<file path="src/rtl/coh_pkg.sv">
package coh_pkg;

  typedef enum logic [1:0] {
    LS_INV = 2'd0,
    LS_CLN = 2'd1,
    LS_DRT = 2'd2
  } line_st_e;

  typedef enum logic [1:0] {
    BC_NONE   = 2'd0,
    BC_RDMISS = 2'd1,
    BC_WRMISS = 2'd2,
    BC_WBACK  = 2'd3
  } bus_cmd_e;

endpackage

</file>
<file path="src/rtl/coh_line_store.sv">
module coh_line_store
  import coh_pkg::*;
#(
  parameter int IDX_W  = 2,
  parameter int TAG_W  = 4,
  parameter int DATA_W = 16
) (
  input  logic              clk,
  input  logic              rst_n,
  // processor-side lookup and write
  input  logic [IDX_W-1:0]  a_idx,
  output line_st_e          a_st,
  output logic [TAG_W-1:0]  a_tag,
  output logic [DATA_W-1:0] a_data,
  input  logic              cw_en,
  input  line_st_e          cw_st,
  input  logic [TAG_W-1:0]  cw_tag,
  input  logic [DATA_W-1:0] cw_data,
  // snoop-side lookup and state write
  input  logic [IDX_W-1:0]  b_idx,
  output line_st_e          b_st,
  output logic [TAG_W-1:0]  b_tag,
  output logic [DATA_W-1:0] b_data,
  input  logic              sw_en,
  input  line_st_e          sw_st
);

  localparam int LINES = 1 << IDX_W;

  line_st_e          st_v  [LINES];
  logic [TAG_W-1:0]  tag_v [LINES];
  logic [DATA_W-1:0] dat_v [LINES];

  for (genvar i = 0; i < LINES; i++) begin : g_line
    line_st_e          st_r;
    logic [TAG_W-1:0]  tag_r;
    logic [DATA_W-1:0] dat_r;

    always_ff @(posedge clk or negedge rst_n) begin
      if (!rst_n) begin
        st_r  <= LS_INV;
        tag_r <= '0;
        dat_r <= '0;
      end else if (cw_en && a_idx == IDX_W'(i)) begin
        st_r  <= cw_st;
        tag_r <= cw_tag;
        dat_r <= cw_data;
      end else if (sw_en && b_idx == IDX_W'(i)) begin
        st_r  <= sw_st;
      end
    end

    assign st_v[i]  = st_r;
    assign tag_v[i] = tag_r;
    assign dat_v[i] = dat_r;
  end

  assign a_st   = st_v[a_idx];
  assign a_tag  = tag_v[a_idx];
  assign a_data = dat_v[a_idx];
  assign b_st   = st_v[b_idx];
  assign b_tag  = tag_v[b_idx];
  assign b_data = dat_v[b_idx];


  no_dual_write_chk: assert property (@(posedge clk) disable iff (!rst_n)
    !(cw_en && sw_en))
    else $error("processor and snoop wrote the state array in one cycle");

endmodule

</file>
<file path="src/rtl/coh_snoop_unit.sv">
module coh_snoop_unit
  import coh_pkg::*;
#(
  parameter int ADDR_W = 6,
  parameter int IDX_W  = 2,
  parameter int DATA_W = 16
) (
  input  logic              clk,
  input  logic              rst_n,
  input  logic              snp_valid,
  input  logic [1:0]        snp_cmd,
  input  logic [ADDR_W-1:0] snp_addr,
  input  logic              bus_grant,
  output logic [IDX_W-1:0]  lk_idx,
  input  line_st_e          lk_st,
  input  logic [ADDR_W-IDX_W-1:0] lk_tag,
  input  logic [DATA_W-1:0] lk_data,
  output logic              sw_en,
  output line_st_e          sw_st,
  output logic              busy,
  output logic              supply,
  output logic [DATA_W-1:0] supply_data
);

  logic active, match, dirty;

  assign lk_idx = snp_addr[IDX_W-1:0];
  assign active = snp_valid && !bus_grant;
  assign busy   = active;
  assign match  = active && (lk_st != LS_INV) && (lk_tag == snp_addr[ADDR_W-1:IDX_W]);
  assign dirty  = match && (lk_st == LS_DRT);

  always_comb begin
    sw_en  = 1'b0;
    sw_st  = lk_st;
    supply = 1'b0;
    unique case (snp_cmd)
      BC_RDMISS: begin
        if (dirty) begin
          sw_en  = 1'b1;
          sw_st  = LS_CLN;
          supply = 1'b1;
        end
      end
      BC_WRMISS: begin
        if (match) begin
          sw_en  = 1'b1;
          sw_st  = LS_INV;
          supply = dirty;
        end
      end
      default: ;
    endcase
  end

  assign supply_data = supply ? lk_data : '0;


  supply_not_owner_chk: assert property (@(posedge clk) disable iff (!rst_n)
    supply |-> !bus_grant)
    else $error("snoop answered while owning the bus");

endmodule

</file>
<file path="src/rtl/coh_cpu_fsm.sv">
module coh_cpu_fsm
  import coh_pkg::*;
#(
  parameter int ADDR_W = 6,
  parameter int IDX_W  = 2,
  parameter int DATA_W = 16
) (
  input  logic              clk,
  input  logic              rst_n,
  input  logic              req_valid,
  output logic              req_ready,
  input  logic              req_write,
  input  logic [ADDR_W-1:0] req_addr,
  input  logic [DATA_W-1:0] req_wdata,
  output logic              rsp_valid,
  input  logic              rsp_ready,
  output logic [DATA_W-1:0] rsp_rdata,
  output logic              bus_req,
  input  logic              bus_grant,
  output logic              cmd_valid,
  output logic [1:0]        cmd,
  output logic [ADDR_W-1:0] cmd_addr,
  output logic [DATA_W-1:0] cmd_wdata,
  input  logic              fill_valid,
  input  logic [DATA_W-1:0] fill_data,
  input  logic              snoop_busy,
  output logic [IDX_W-1:0]  lk_idx,
  input  line_st_e          lk_st,
  input  logic [ADDR_W-IDX_W-1:0] lk_tag,
  input  logic [DATA_W-1:0] lk_data,
  output logic              wr_en,
  output line_st_e          wr_st,
  output logic [ADDR_W-IDX_W-1:0] wr_tag,
  output logic [DATA_W-1:0] wr_data
);

  localparam int TAG_W = ADDR_W - IDX_W;

  typedef enum logic [2:0] {
    S_IDLE, S_WAIT, S_WB, S_MISS, S_FILL, S_UPG, S_RESP
  } fsm_e;

  fsm_e              st_q, st_d;
  logic              r_write;
  logic [ADDR_W-1:0] r_addr;
  logic [DATA_W-1:0] r_wdata, r_rdata, rdata_d;
  logic [TAG_W-1:0]  cur_tag;
  logic              hit, accept;

  assign lk_idx    = (st_q == S_IDLE) ? req_addr[IDX_W-1:0] : r_addr[IDX_W-1:0];
  assign cur_tag   = (st_q == S_IDLE) ? req_addr[ADDR_W-1:IDX_W] : r_addr[ADDR_W-1:IDX_W];
  assign hit       = (lk_st != LS_INV) && (lk_tag == cur_tag);
  assign req_ready = (st_q == S_IDLE) && !snoop_busy;
  assign accept    = req_valid && req_ready;
  assign rsp_valid = (st_q == S_RESP);
  assign rsp_rdata = r_rdata;
  assign bus_req   = (st_q == S_WAIT) || (st_q == S_WB) || (st_q == S_MISS) ||
                     (st_q == S_FILL) || (st_q == S_UPG);

  always_comb begin
    st_d      = st_q;
    rdata_d   = r_rdata;
    wr_en     = 1'b0;
    wr_st     = lk_st;
    wr_tag    = lk_tag;
    wr_data   = lk_data;
    cmd_valid = 1'b0;
    cmd       = BC_NONE;
    cmd_addr  = r_addr;
    cmd_wdata = '0;
    unique case (st_q)
      S_IDLE: begin
        if (accept) begin
          rdata_d = '0;
          if (hit && !req_write) begin
            rdata_d = lk_data;
            st_d    = S_RESP;
          end else if (hit && lk_st == LS_DRT) begin
            wr_en   = 1'b1;
            wr_data = req_wdata;
            st_d    = S_RESP;
          end else begin
            st_d = S_WAIT;
          end
        end
      end
      S_WAIT: begin
        if (bus_grant) begin
          if (hit && r_write)       st_d = S_UPG;
          else if (lk_st == LS_DRT) st_d = S_WB;
          else                      st_d = S_MISS;
        end
      end
      S_WB: begin
        cmd_valid = 1'b1;
        cmd       = BC_WBACK;
        cmd_addr  = {lk_tag, r_addr[IDX_W-1:0]};
        cmd_wdata = lk_data;
        wr_en     = 1'b1;
        wr_st     = LS_INV;
        st_d      = S_MISS;
      end
      S_MISS: begin
        cmd_valid = 1'b1;
        cmd       = r_write ? BC_WRMISS : BC_RDMISS;
        st_d      = S_FILL;
      end
      S_FILL: begin
        if (fill_valid) begin
          wr_en   = 1'b1;
          wr_tag  = r_addr[ADDR_W-1:IDX_W];
          wr_st   = r_write ? LS_DRT : LS_CLN;
          wr_data = r_write ? r_wdata : fill_data;
          if (!r_write) rdata_d = fill_data;
          st_d    = S_RESP;
        end
      end
      S_UPG: begin
        cmd_valid = 1'b1;
        cmd       = BC_WRMISS;
        wr_en     = 1'b1;
        wr_st     = LS_DRT;
        wr_data   = r_wdata;
        st_d      = S_RESP;
      end
      S_RESP: begin
        if (rsp_ready) st_d = S_IDLE;
      end
      default: st_d = S_IDLE;
    endcase
  end

  always_ff @(posedge clk or negedge rst_n) begin
    if (!rst_n) begin
      st_q    <= S_IDLE;
      r_write <= 1'b0;
      r_addr  <= '0;
      r_wdata <= '0;
      r_rdata <= '0;
    end else begin
      st_q    <= st_d;
      r_rdata <= rdata_d;
      if (accept) begin
        r_write <= req_write;
        r_addr  <= req_addr;
        r_wdata <= req_wdata;
      end
    end
  end


  read_hit_quiet_chk: assert property (@(posedge clk) disable iff (!rst_n)
    (accept && !req_write && hit) |=> (rsp_valid && !bus_req))
    else $error("read hit went to the bus");


  cmd_owned_chk: assert property (@(posedge clk) disable iff (!rst_n)
    cmd_valid |-> bus_grant)
    else $error("command driven without grant");


  wb_then_miss_chk: assert property (@(posedge clk) disable iff (!rst_n)
    (cmd_valid && cmd == BC_WBACK) |=> (cmd_valid && (cmd == BC_RDMISS || cmd == BC_WRMISS)))
    else $error("writeback not followed by miss command");


  release_after_done_chk: assert property (@(posedge clk) disable iff (!rst_n)
    $fell(bus_req) |-> rsp_valid)
    else $error("bus released before the transaction finished");


  rsp_hold_chk: assert property (@(posedge clk) disable iff (!rst_n)
    (rsp_valid && !rsp_ready) |=> (rsp_valid && $stable(rsp_rdata)))
    else $error("response dropped or changed under back-pressure");

endmodule

</file>
<file path="src/rtl/coh_snoop_ctrl.sv">
module coh_snoop_ctrl
  import coh_pkg::*;
#(
  parameter int ADDR_W = 6,
  parameter int IDX_W  = 2,
  parameter int DATA_W = 16
) (
  input  logic              clk,
  input  logic              rst_n,
  input  logic              cpu_req_valid,
  output logic              cpu_req_ready,
  input  logic              cpu_req_write,
  input  logic [ADDR_W-1:0] cpu_req_addr,
  input  logic [DATA_W-1:0] cpu_req_wdata,
  output logic              cpu_rsp_valid,
  input  logic              cpu_rsp_ready,
  output logic [DATA_W-1:0] cpu_rsp_rdata,
  output logic              bus_req,
  input  logic              bus_grant,
  output logic              bus_cmd_valid,
  output logic [1:0]        bus_cmd,
  output logic [ADDR_W-1:0] bus_addr,
  output logic [DATA_W-1:0] bus_wdata,
  input  logic              fill_valid,
  input  logic [DATA_W-1:0] fill_data,
  input  logic              snp_valid,
  input  logic [1:0]        snp_cmd,
  input  logic [ADDR_W-1:0] snp_addr,
  output logic              snp_supply,
  output logic [DATA_W-1:0] snp_data
);

  localparam int TAG_W = ADDR_W - IDX_W;

  logic [IDX_W-1:0]  a_idx, b_idx;
  line_st_e          a_st, b_st, cw_st, sw_st;
  logic [TAG_W-1:0]  a_tag, b_tag, cw_tag;
  logic [DATA_W-1:0] a_data, b_data, cw_data;
  logic              cw_en, sw_en, snp_busy;

  coh_line_store #(.IDX_W(IDX_W), .TAG_W(TAG_W), .DATA_W(DATA_W)) u_store (
    .clk(clk), .rst_n(rst_n),
    .a_idx(a_idx), .a_st(a_st), .a_tag(a_tag), .a_data(a_data),
    .cw_en(cw_en), .cw_st(cw_st), .cw_tag(cw_tag), .cw_data(cw_data),
    .b_idx(b_idx), .b_st(b_st), .b_tag(b_tag), .b_data(b_data),
    .sw_en(sw_en), .sw_st(sw_st)
  );

  coh_cpu_fsm #(.ADDR_W(ADDR_W), .IDX_W(IDX_W), .DATA_W(DATA_W)) u_cpu (
    .clk(clk), .rst_n(rst_n),
    .req_valid(cpu_req_valid), .req_ready(cpu_req_ready),
    .req_write(cpu_req_write), .req_addr(cpu_req_addr), .req_wdata(cpu_req_wdata),
    .rsp_valid(cpu_rsp_valid), .rsp_ready(cpu_rsp_ready), .rsp_rdata(cpu_rsp_rdata),
    .bus_req(bus_req), .bus_grant(bus_grant),
    .cmd_valid(bus_cmd_valid), .cmd(bus_cmd), .cmd_addr(bus_addr), .cmd_wdata(bus_wdata),
    .fill_valid(fill_valid), .fill_data(fill_data),
    .snoop_busy(snp_busy),
    .lk_idx(a_idx), .lk_st(a_st), .lk_tag(a_tag), .lk_data(a_data),
    .wr_en(cw_en), .wr_st(cw_st), .wr_tag(cw_tag), .wr_data(cw_data)
  );

  coh_snoop_unit #(.ADDR_W(ADDR_W), .IDX_W(IDX_W), .DATA_W(DATA_W)) u_snoop (
    .clk(clk), .rst_n(rst_n),
    .snp_valid(snp_valid), .snp_cmd(snp_cmd), .snp_addr(snp_addr),
    .bus_grant(bus_grant),
    .lk_idx(b_idx), .lk_st(b_st), .lk_tag(b_tag), .lk_data(b_data),
    .sw_en(sw_en), .sw_st(sw_st), .busy(snp_busy),
    .supply(snp_supply), .supply_data(snp_data)
  );

endmodule

</file>
<file path="config.mk">
export PLATFORM = sky130hd
export DESIGN_NAME = coh_snoop_ctrl
export DESIGN_NICKNAME = d
export VERILOG_FILES = /design/src/rtl/coh_pkg.sv /design/src/rtl/coh_line_store.sv /design/src/rtl/coh_snoop_unit.sv /design/src/rtl/coh_cpu_fsm.sv /design/src/rtl/coh_snoop_ctrl.sv
export SDC_FILE = /design/constraint.sdc
export NUM_CORES = 1
export LEC_CHECK = 0
export ABC_AREA = 1
export BUFFER_PORTS_ARGS = -buffer_cell sky130_fd_sc_hd__buf_2
export CAP_MARGIN = 15
export CORE_MARGIN = 5
export CORE_UTILIZATION = 45
export CTS_CLUSTER_SIZE = 8
export DETAILED_ROUTE_END_ITERATION = 8
export HOLD_SLACK_MARGIN = 0.06
export PLACE_DENSITY = 0.69
export REMOVE_ABC_BUFFERS = 1
export SYNTH_ARGS = -nofsm -noshare
export SYNTH_HDL_FRONTEND = slang
export SYNTH_SLANG_ARGS = --single-unit
export TNS_END_PERCENT = 5
</file>
<file path="constraint.sdc">
create_clock -name clk -period 2.6 [get_ports clk]
set_input_delay 0 -clock clk [delete_from_list [all_inputs] [get_ports clk]]
set_output_delay 0 -clock clk [all_outputs]
set_load 0.02 [all_outputs]
</file>
* Yosys cells after proc, flatten, opt, wreduce, memory -nomap -nowiden *
Cells that the tools add are included.

storage, ports and cells
  memory bits (read-only) = 0
  register bits after elaboration = 130
  bits in latches = 0
  RAM bits = 0
  memories kept = 0
  logic and storage cells = 154

operators by class
  magnitude comparators = 2
  mux-type cells = 71
  multipliers = 0
  add/subtract/negate cells = 0
  equality and inequality tests = 23
  bitwise operators = 2
  reduce and logical (&&, ||, !) cells = 39
  shifts and indexed selects = 0
  div/mod/pow operators = 0

operator list
  cell                                                                   number
  16-bit two-way mux                                                     15
  16-bit binary-select mux with 2-bit select                             2
  16-bit one-hot mux with 3 select lines                                 1
  2-bit two-way mux                                                      17
  16-bit one-hot mux with 2 select lines                                 1
  4-bit two-way mux                                                      7
  3-bit two-way mux                                                      7
  3-bit one-hot mux with 7 select lines                                  1
  1-bit logical AND                                                      18
  4-bit binary-select mux with 2-bit select                              2
  2-bit equality test, second input constant                             7
  2-bit nonzero test                                                     7
  2-bit one-hot mux with 3 select lines                                  2
  3-bit equality test, second input constant                             3
  1-bit two-way mux                                                      9
  2-bit binary-select mux with 2-bit select                              2
  4-bit equality test                                                    2
  4-bit AND reduction                                                    2
  2-bit by 1-bit equality test with 1-bit output, second input constant  3
  3-bit by 2-bit equality test with 1-bit output, second input constant  2
  3-bit greater-or-equal comparator, second input constant               2
  6-bit two-way mux                                                      1
  2-bit != test, second input constant                                   3
  2-bit NOT with 3-bit output                                            2
  other kinds (11)                                                       19

* Longest topological paths before layout *
  depth in word-level cells = 15
  depth in mapped cells = 19

* Modules after synthesis *
Synthesis repeated with hierarchy kept, for this count alone.

second synthesis, totals
  cells, all modules = 1,207
  area total of the unflattened synthesis = 8,275.4 sq um

modules (own cells, without submodules)
  module          instances  cells each  area an instance (sq um)
  coh_line_store  1          595         4,489.3
  coh_cpu_fsm     1          527         3,360.7
  coh_snoop_unit  1          85          425.4

* Worst setup path before layout *
OpenSTA, ideal clock, no wires.

  path kind = register to register
  from = register u_cpu.st_q[1]
  to = register u_store.g_line[0].dat_r[10]
  clock period less this slack = 2,463 ps
  stages on the path, launching flop included = 14
  required time = 2,483 ps
  path slack = 137 ps
  buffers on the path = 3
  data arrival time = 2,347 ps
  cell sequence = dfrtp_1 -> nor2_4 -> nand2_4 -> buf_4 -> nor2_2 -> nand2_1 -> nor2_1 -> nand3_4 -> nand2_4 -> nand3_2 -> buf_6 -> buf_6 -> nand2_1 -> nand2_1

RTL lines
  element                                line                  source
  start, declared                        coh_cpu_fsm.sv:43     fsm_e st_q, st_d;
  start signal, assigned                 coh_cpu_fsm.sv:141    st_q <= st_d;
  3-bit zero test (*)                    coh_cpu_fsm.sv:53     assign req_ready = (st_q == S_IDLE) && !snoop_busy;
  1-bit logical AND (*)                  coh_cpu_fsm.sv:53
  named net cpu_req_ready                coh_snoop_ctrl.sv:11  output logic cpu_req_ready,
  1-bit logical AND (*)                  coh_cpu_fsm.sv:54     assign accept = req_valid && req_ready;
  1-bit two-way mux                      coh_cpu_fsm.sv:73     if (accept) begin
  1-bit one-hot mux with 3 select lines  coh_cpu_fsm.sv:71     unique case (st_q)
  1-bit logical AND                      coh_line_store.sv:44  end else if (cw_en && a_idx == IDX_W'(i)) begin
  end signal, assigned                   coh_line_store.sv:47  dat_r <= cw_data;
  end, declared                          coh_line_store.sv:37  logic [DATA_W-1:0] dat_r;

The timed path passes the listed nets; every way through them passes the cells marked *. The select of a mux whose other input is x is not followed.
A chain may end at the register's enable or synchronous reset.

* Worst setup path in the final report *
  from = register u_cpu.st_q[1]
  to = register u_store.g_line[1].dat_r[14]

on the way
  cells in the longest elaborated chain, start to end = 14

ends and longest elaborated chain
  element                                                                                                        line                                                              source
  3-bit zero test                                                                                                -
  2-bit two-way mux                                                                                              coh_cpu_fsm.sv:50                                                 assign lk_idx = (st_q == S_IDLE) ? req_addr[IDX_W-1:0] : r_addr[IDX_W-1:0];
  2-bit NOT with 3-bit output (implied by the code)                                                              coh_line_store.sv:58, coh_line_store.sv:59, coh_line_store.sv:60
  4-bit binary-select mux with 2-bit select / 2-bit binary-select mux with 2-bit select (equally long branches)  coh_line_store.sv:59, coh_line_store.sv:58
  4-bit two-way mux (implied by the code) / 2-bit two-way mux (equally long branches) (2 in series)              coh_line_store.sv:59, coh_line_store.sv:58
  4-bit equality test / 2-bit nonzero test (equally long branches)                                               coh_cpu_fsm.sv:52                                                 assign hit = (lk_st != LS_INV) && (lk_tag == cur_tag);
  1-bit logical AND                                                                                              coh_cpu_fsm.sv:52
  1-bit logical AND                                                                                              coh_cpu_fsm.sv:78                                                 end else if (hit && lk_st == LS_DRT) begin
  1-bit two-way mux                                                                                              coh_cpu_fsm.sv:78
  1-bit two-way mux                                                                                              coh_cpu_fsm.sv:75                                                 if (hit && !req_write) begin
  1-bit two-way mux                                                                                              coh_cpu_fsm.sv:73
  1-bit one-hot mux with 3 select lines                                                                          coh_cpu_fsm.sv:71
  1-bit logical AND                                                                                              coh_line_store.sv:44
  end signal, assigned                                                                                           coh_line_store.sv:47
  end, declared                                                                                                  coh_line_store.sv:37

Parallel ways exist; a longest one is shown, timed or not. The select of a mux whose other input is x is not followed.

==> flow_summary.yaml <==
synthesis:
  synth-edff-count: 0
  synthesis.instances: 1170
  synthTopCellsByArea: "sky130_fd_sc_hd__dfrtp_1, sky130_fd_sc_hd__nand2_1, sky130_fd_sc_hd__inv_1"
  synthArstFlopShare: 1.00
  synth_seq_area_share: 0.400
  synth.distinct_cells: 40
  synth_top_cell_area_share: 0.400
  yosysWarnings: 0
  synth_seq_cells: 130
  synth_flop_cell: "sky130_fd_sc_hd__dfrtp_1"
  post_syn_area_per_cell_um2: 6.95
  synthTopCellsByCount: "sky130_fd_sc_hd__nand2_1, sky130_fd_sc_hd__dfrtp_1, sky130_fd_sc_hd__inv_1, sky130_fd_sc_hd__nor2_1, sky130_fd_sc_hd__nand3_1"
  netlist_area_um2: 8130
  yosys.area.top_type: "sky130_fd_sc_hd__dfrtp_1"
  most_repeated_cell_in_the_gate_level_netlist_after_synthesis: "sky130_fd_sc_hd__nand2_1"
die:
  die_area_um2: 20900
  core_region_area_um2: 17900
  fp.dieH_um: 144
  io_pins: 115
  start_util: 0.454
  die_width_um: 144
  rows: 49
finish:
  area.growth.synth_to_final_pct: 36.2
  fin_nets: 1435
  final-instance-count-excl-fill: 1621
  filler_cell_count: 1567
  antennaDiodeCount: 0
  drive_above_1_share: 0.241
  postLayoutCellArea_um2: 11100
pwr:
  peakVddDrop_mv: 1.02
  total_leakage_power_nw: 5.84
  pwr-share-seq: 0.214
  clkPwrFrac: 0.146
  combPwrFrac: 0.640
  switchingPower_w: 0.00857
  power_per_cell_area_nw_per_um2: 1550
  switching_share: 0.498
  cell_internal_pwr_w: 0.00863
timing:
  fin_crit_sh: 1.01
  setup-violations-final: 8
  number_of_failing_hold_endpoints_at_the_final_stage: 0
  worstMarginPinSlew_ps: 889
  fin_skew_ps: 9.35
  report.final.slew_viol_count: 0
  finalCriticalPeriod_ps: 2630
  grt_setup_unrepaired: "true"
  fmaxAchievable_ghz: 0.380
  worst_slack_ps: -30.1
  timing.slew.headroom: 0.401
worst_setup_path:
  critical-path-max-stage-delay_ps: 400
  critPathMostFrequentCell: "sky130_fd_sc_hd__nand2_1"
  critical_path.reg2reg.endpoint: "u_store.g_line[1].dat_r[14]$_DFFE_PN0P_"
  crit_family: "simple AND/OR/NAND/NOR gates"
  end_kind: "flip-flop"
  critPathBufInv: 3
  path_max_fanout: 16
  crit_arrival_ps: 2950
  worstPathCellList: "nor2_4 > nand2_4 > o21ai_4 > buf_6 > nand2_1 > buf_12 > o22a_1 > nand2_1 > inv_1 > nand2_1 > a21oi_1 > a21oi_1 > nand3_2 > nand2_1 > nand2_2"
  timing.reg2reg.setup_slack_ps: -30
  worstSetupPathType: "reg2reg"
  crit_required_ps: 2920
  cp-startpoint: "u_cpu.st_q[1]$_DFFE_PN0P_"
  r2r_start: "u_cpu.st_q[1]$_DFFE_PN0P_"
  cp_slowest_cell: "sky130_fd_sc_hd__dfrtp_1"
  reg2regPathDepth: 15
  worstSetupStartpointType: "flip-flop"
routing:
  detail_route.wl_per_cell_um: 17.6
  drtIter0Drc: 1045
  drt_drc_violations_left: 0
  number_of_routed_nets_with_antenna_violations: 0
  detailedRoute.firstPassIterationCount: 6
  vias_per_cell: 5.56
  drt_wl_total_um: 28600
  route.vias.total: 9009
clock_network:
  cts_tree: "built"
  cts_max_level: 4
  clockBufferDepth: 2
  path_clk_slew_ps: 60
  cts-buffers-inserted: 17
  clkLatencyLatePin_ps: 430
  cts_root_buf: "sky130_fd_sc_hd__clkbuf_16"
  clkSinkCount: 130
placed_design:
  detailed_place.area_um2: 9340
  preCtsSetupSlack_ps: -26.3
  post-dp-hpwl_um: 19300
  place.gp.congestion: 0.903
  io_buffers: 114
  dp_cell_count: 1530
global_route:
  grt_remaining_overflow: 0
  antenna_found_initial: 0
  grt.total_usage: 0.270
  grt_max_degree: 59
  first_global_vias: 8359
  wire_length_of_the_first_global_routing_pass_um: 44400
hold_path:
  min_delay_src: "cpu_req_valid"
  timing.hold.worst_path_depth: 4
  worst_hold_path.endpoint: "u_cpu.r_addr[0]$_DFFE_PN0P_"
  hold_path_class: "in2reg"
job:
  drv_cap: 0
outcome:
  outcome: "complete, but fails checks"
  violations_in_the_final_reports: "negative setup slack"
==> worst max path at each step <==
stage / endpoint / depth (start not counted)
after detailed placement: u_store.g_line[3].dat_r[11]$_DFFE_PN0P_ / 15
after floorplan: u_store.g_line[2].st_r[1]$_DFFE_PN0P_ / 12
after global routing: u_store.g_line[3].dat_r[6]$_DFFE_PN0P_ / 19
final: u_store.g_line[1].dat_r[14]$_DFFE_PN0P_ / 15
after global placement: u_cpu.rsp_rdata[1]$_DFFE_PN0P_ / 16
after CTS: bus_wdata[3] / 12
==> power by group through the flow <==
stage	clock network [W]	logic (W)	registers (W)
floorplan	0	0.00553	0.00364
global placement	0	0.00920	0.00363
detailed placement	0	0.00932	0.00364
CTS	0.00253	0.00951	0.00363
global route	0.00262	0.0120	0.00378
finish	0.00252	0.0110	0.00368
==> cells in the final DEF (no fill, tap or decap), drive strengths merged <==
master / netlist / routed
a211oi: 1 / 1
a21o: 1 / 1
a21oi: 48 / 48
a221oi: 1 / 1
a22oi: 24 / 24
a2bb2oi: 16 / 16
and3: 1 / 1
buf: 28 / 200
bufinv: 0 / 3
clkbuf: 26 / 20
clkinv: 6 / 6
clkinvlp: 0 / 5
dfrtp: 130 / 130
dlygate4sd3: 0 / 41
ha: 2 / 2
inv: 112 / 118
nand2: 442 / 443
nand3: 73 / 73
nand3b: 2 / 2
nand4: 23 / 23
nor2: 94 / 94
nor3: 17 / 17
nor4: 1 / 1
o21ai: 65 / 65
o21bai: 1 / 1
o221ai: 4 / 4
o22a: 16 / 16
o22ai: 36 / 36
==> metal layers <==
layer / GRT usage / wire length, µm
met2: 0.418 / 13400
met5: 0 / 0
met3: 0.0526 / 2550
met4: 0.0903 / 675
met1: 0.381 / 12000
==> tightest hold or removal path: cells and delay by family <==
kind,cells,cell delay (ps)
AOI/OAI and AO/OA,1,70
buffers and inverters,2,270
and+or+nand+nor,1,160
==> per-stage QoR <==
stage                     hold slack, ps  utilization  setup TNS [ps]  total power (W)
after floorplan                     -296            -          -88660          0.00918
final                                124        0.619           -79.5           0.0172
after detailed placement           -47.5        0.522            -130           0.0130
after global placement             -42.2        0.522               0           0.0128
after global routing                 147        0.619          -10500           0.0184
after CTS                           97.6        0.582               0           0.0157
==> final cells by class <==
type | count | area, µm² | area share
clock inverter | 14 | 179 | 0.0162
sequential | 130 | 3250 | 0.294
inverter | 118 | 478 | 0.0431
clock buffer | 18 | 429 | 0.0387
multi-input combinational | 869 | 4510 | 0.407
tap | 229 | 287 | 0.0259
timing repair buffer | 243 | 1940 | 0.175
==> state kept, by name, summed over array words and instances, names as in the netlist <==
signal,flops
u_cpu.r_write,1
u_cpu.r_addr,6
u_store.g_line.st_r,8
u_cpu.r_wdata,16
u_cpu.rsp_rdata,16
u_cpu.st_q,3
u_store.g_line.tag_r,16
u_store.g_line.dat_r,64
==> kinds of logic after synthesis <==
kind of cell,share of synthesized area
adder cells (fa/ha/maj),0.00308
flip-flops,0.400
AO/OA/AOI/OAI,0.164
AND/OR/NAND/NOR,0.337
buffers and inverters,0.0951
==> repair_timing <==
action | in CTS | in global routing
endpoints found under the setup margin | 42 | 126
gates cloned | 0 | 3
gates resized for setup | 6 | 134
buffers inserted | 1 | 13
pin swaps | 2 | 29
hold buffers | 42 | 0
endpoints found under the hold margin | 170 | 0
Note: power is estimated with default switching activity, not from simulation.
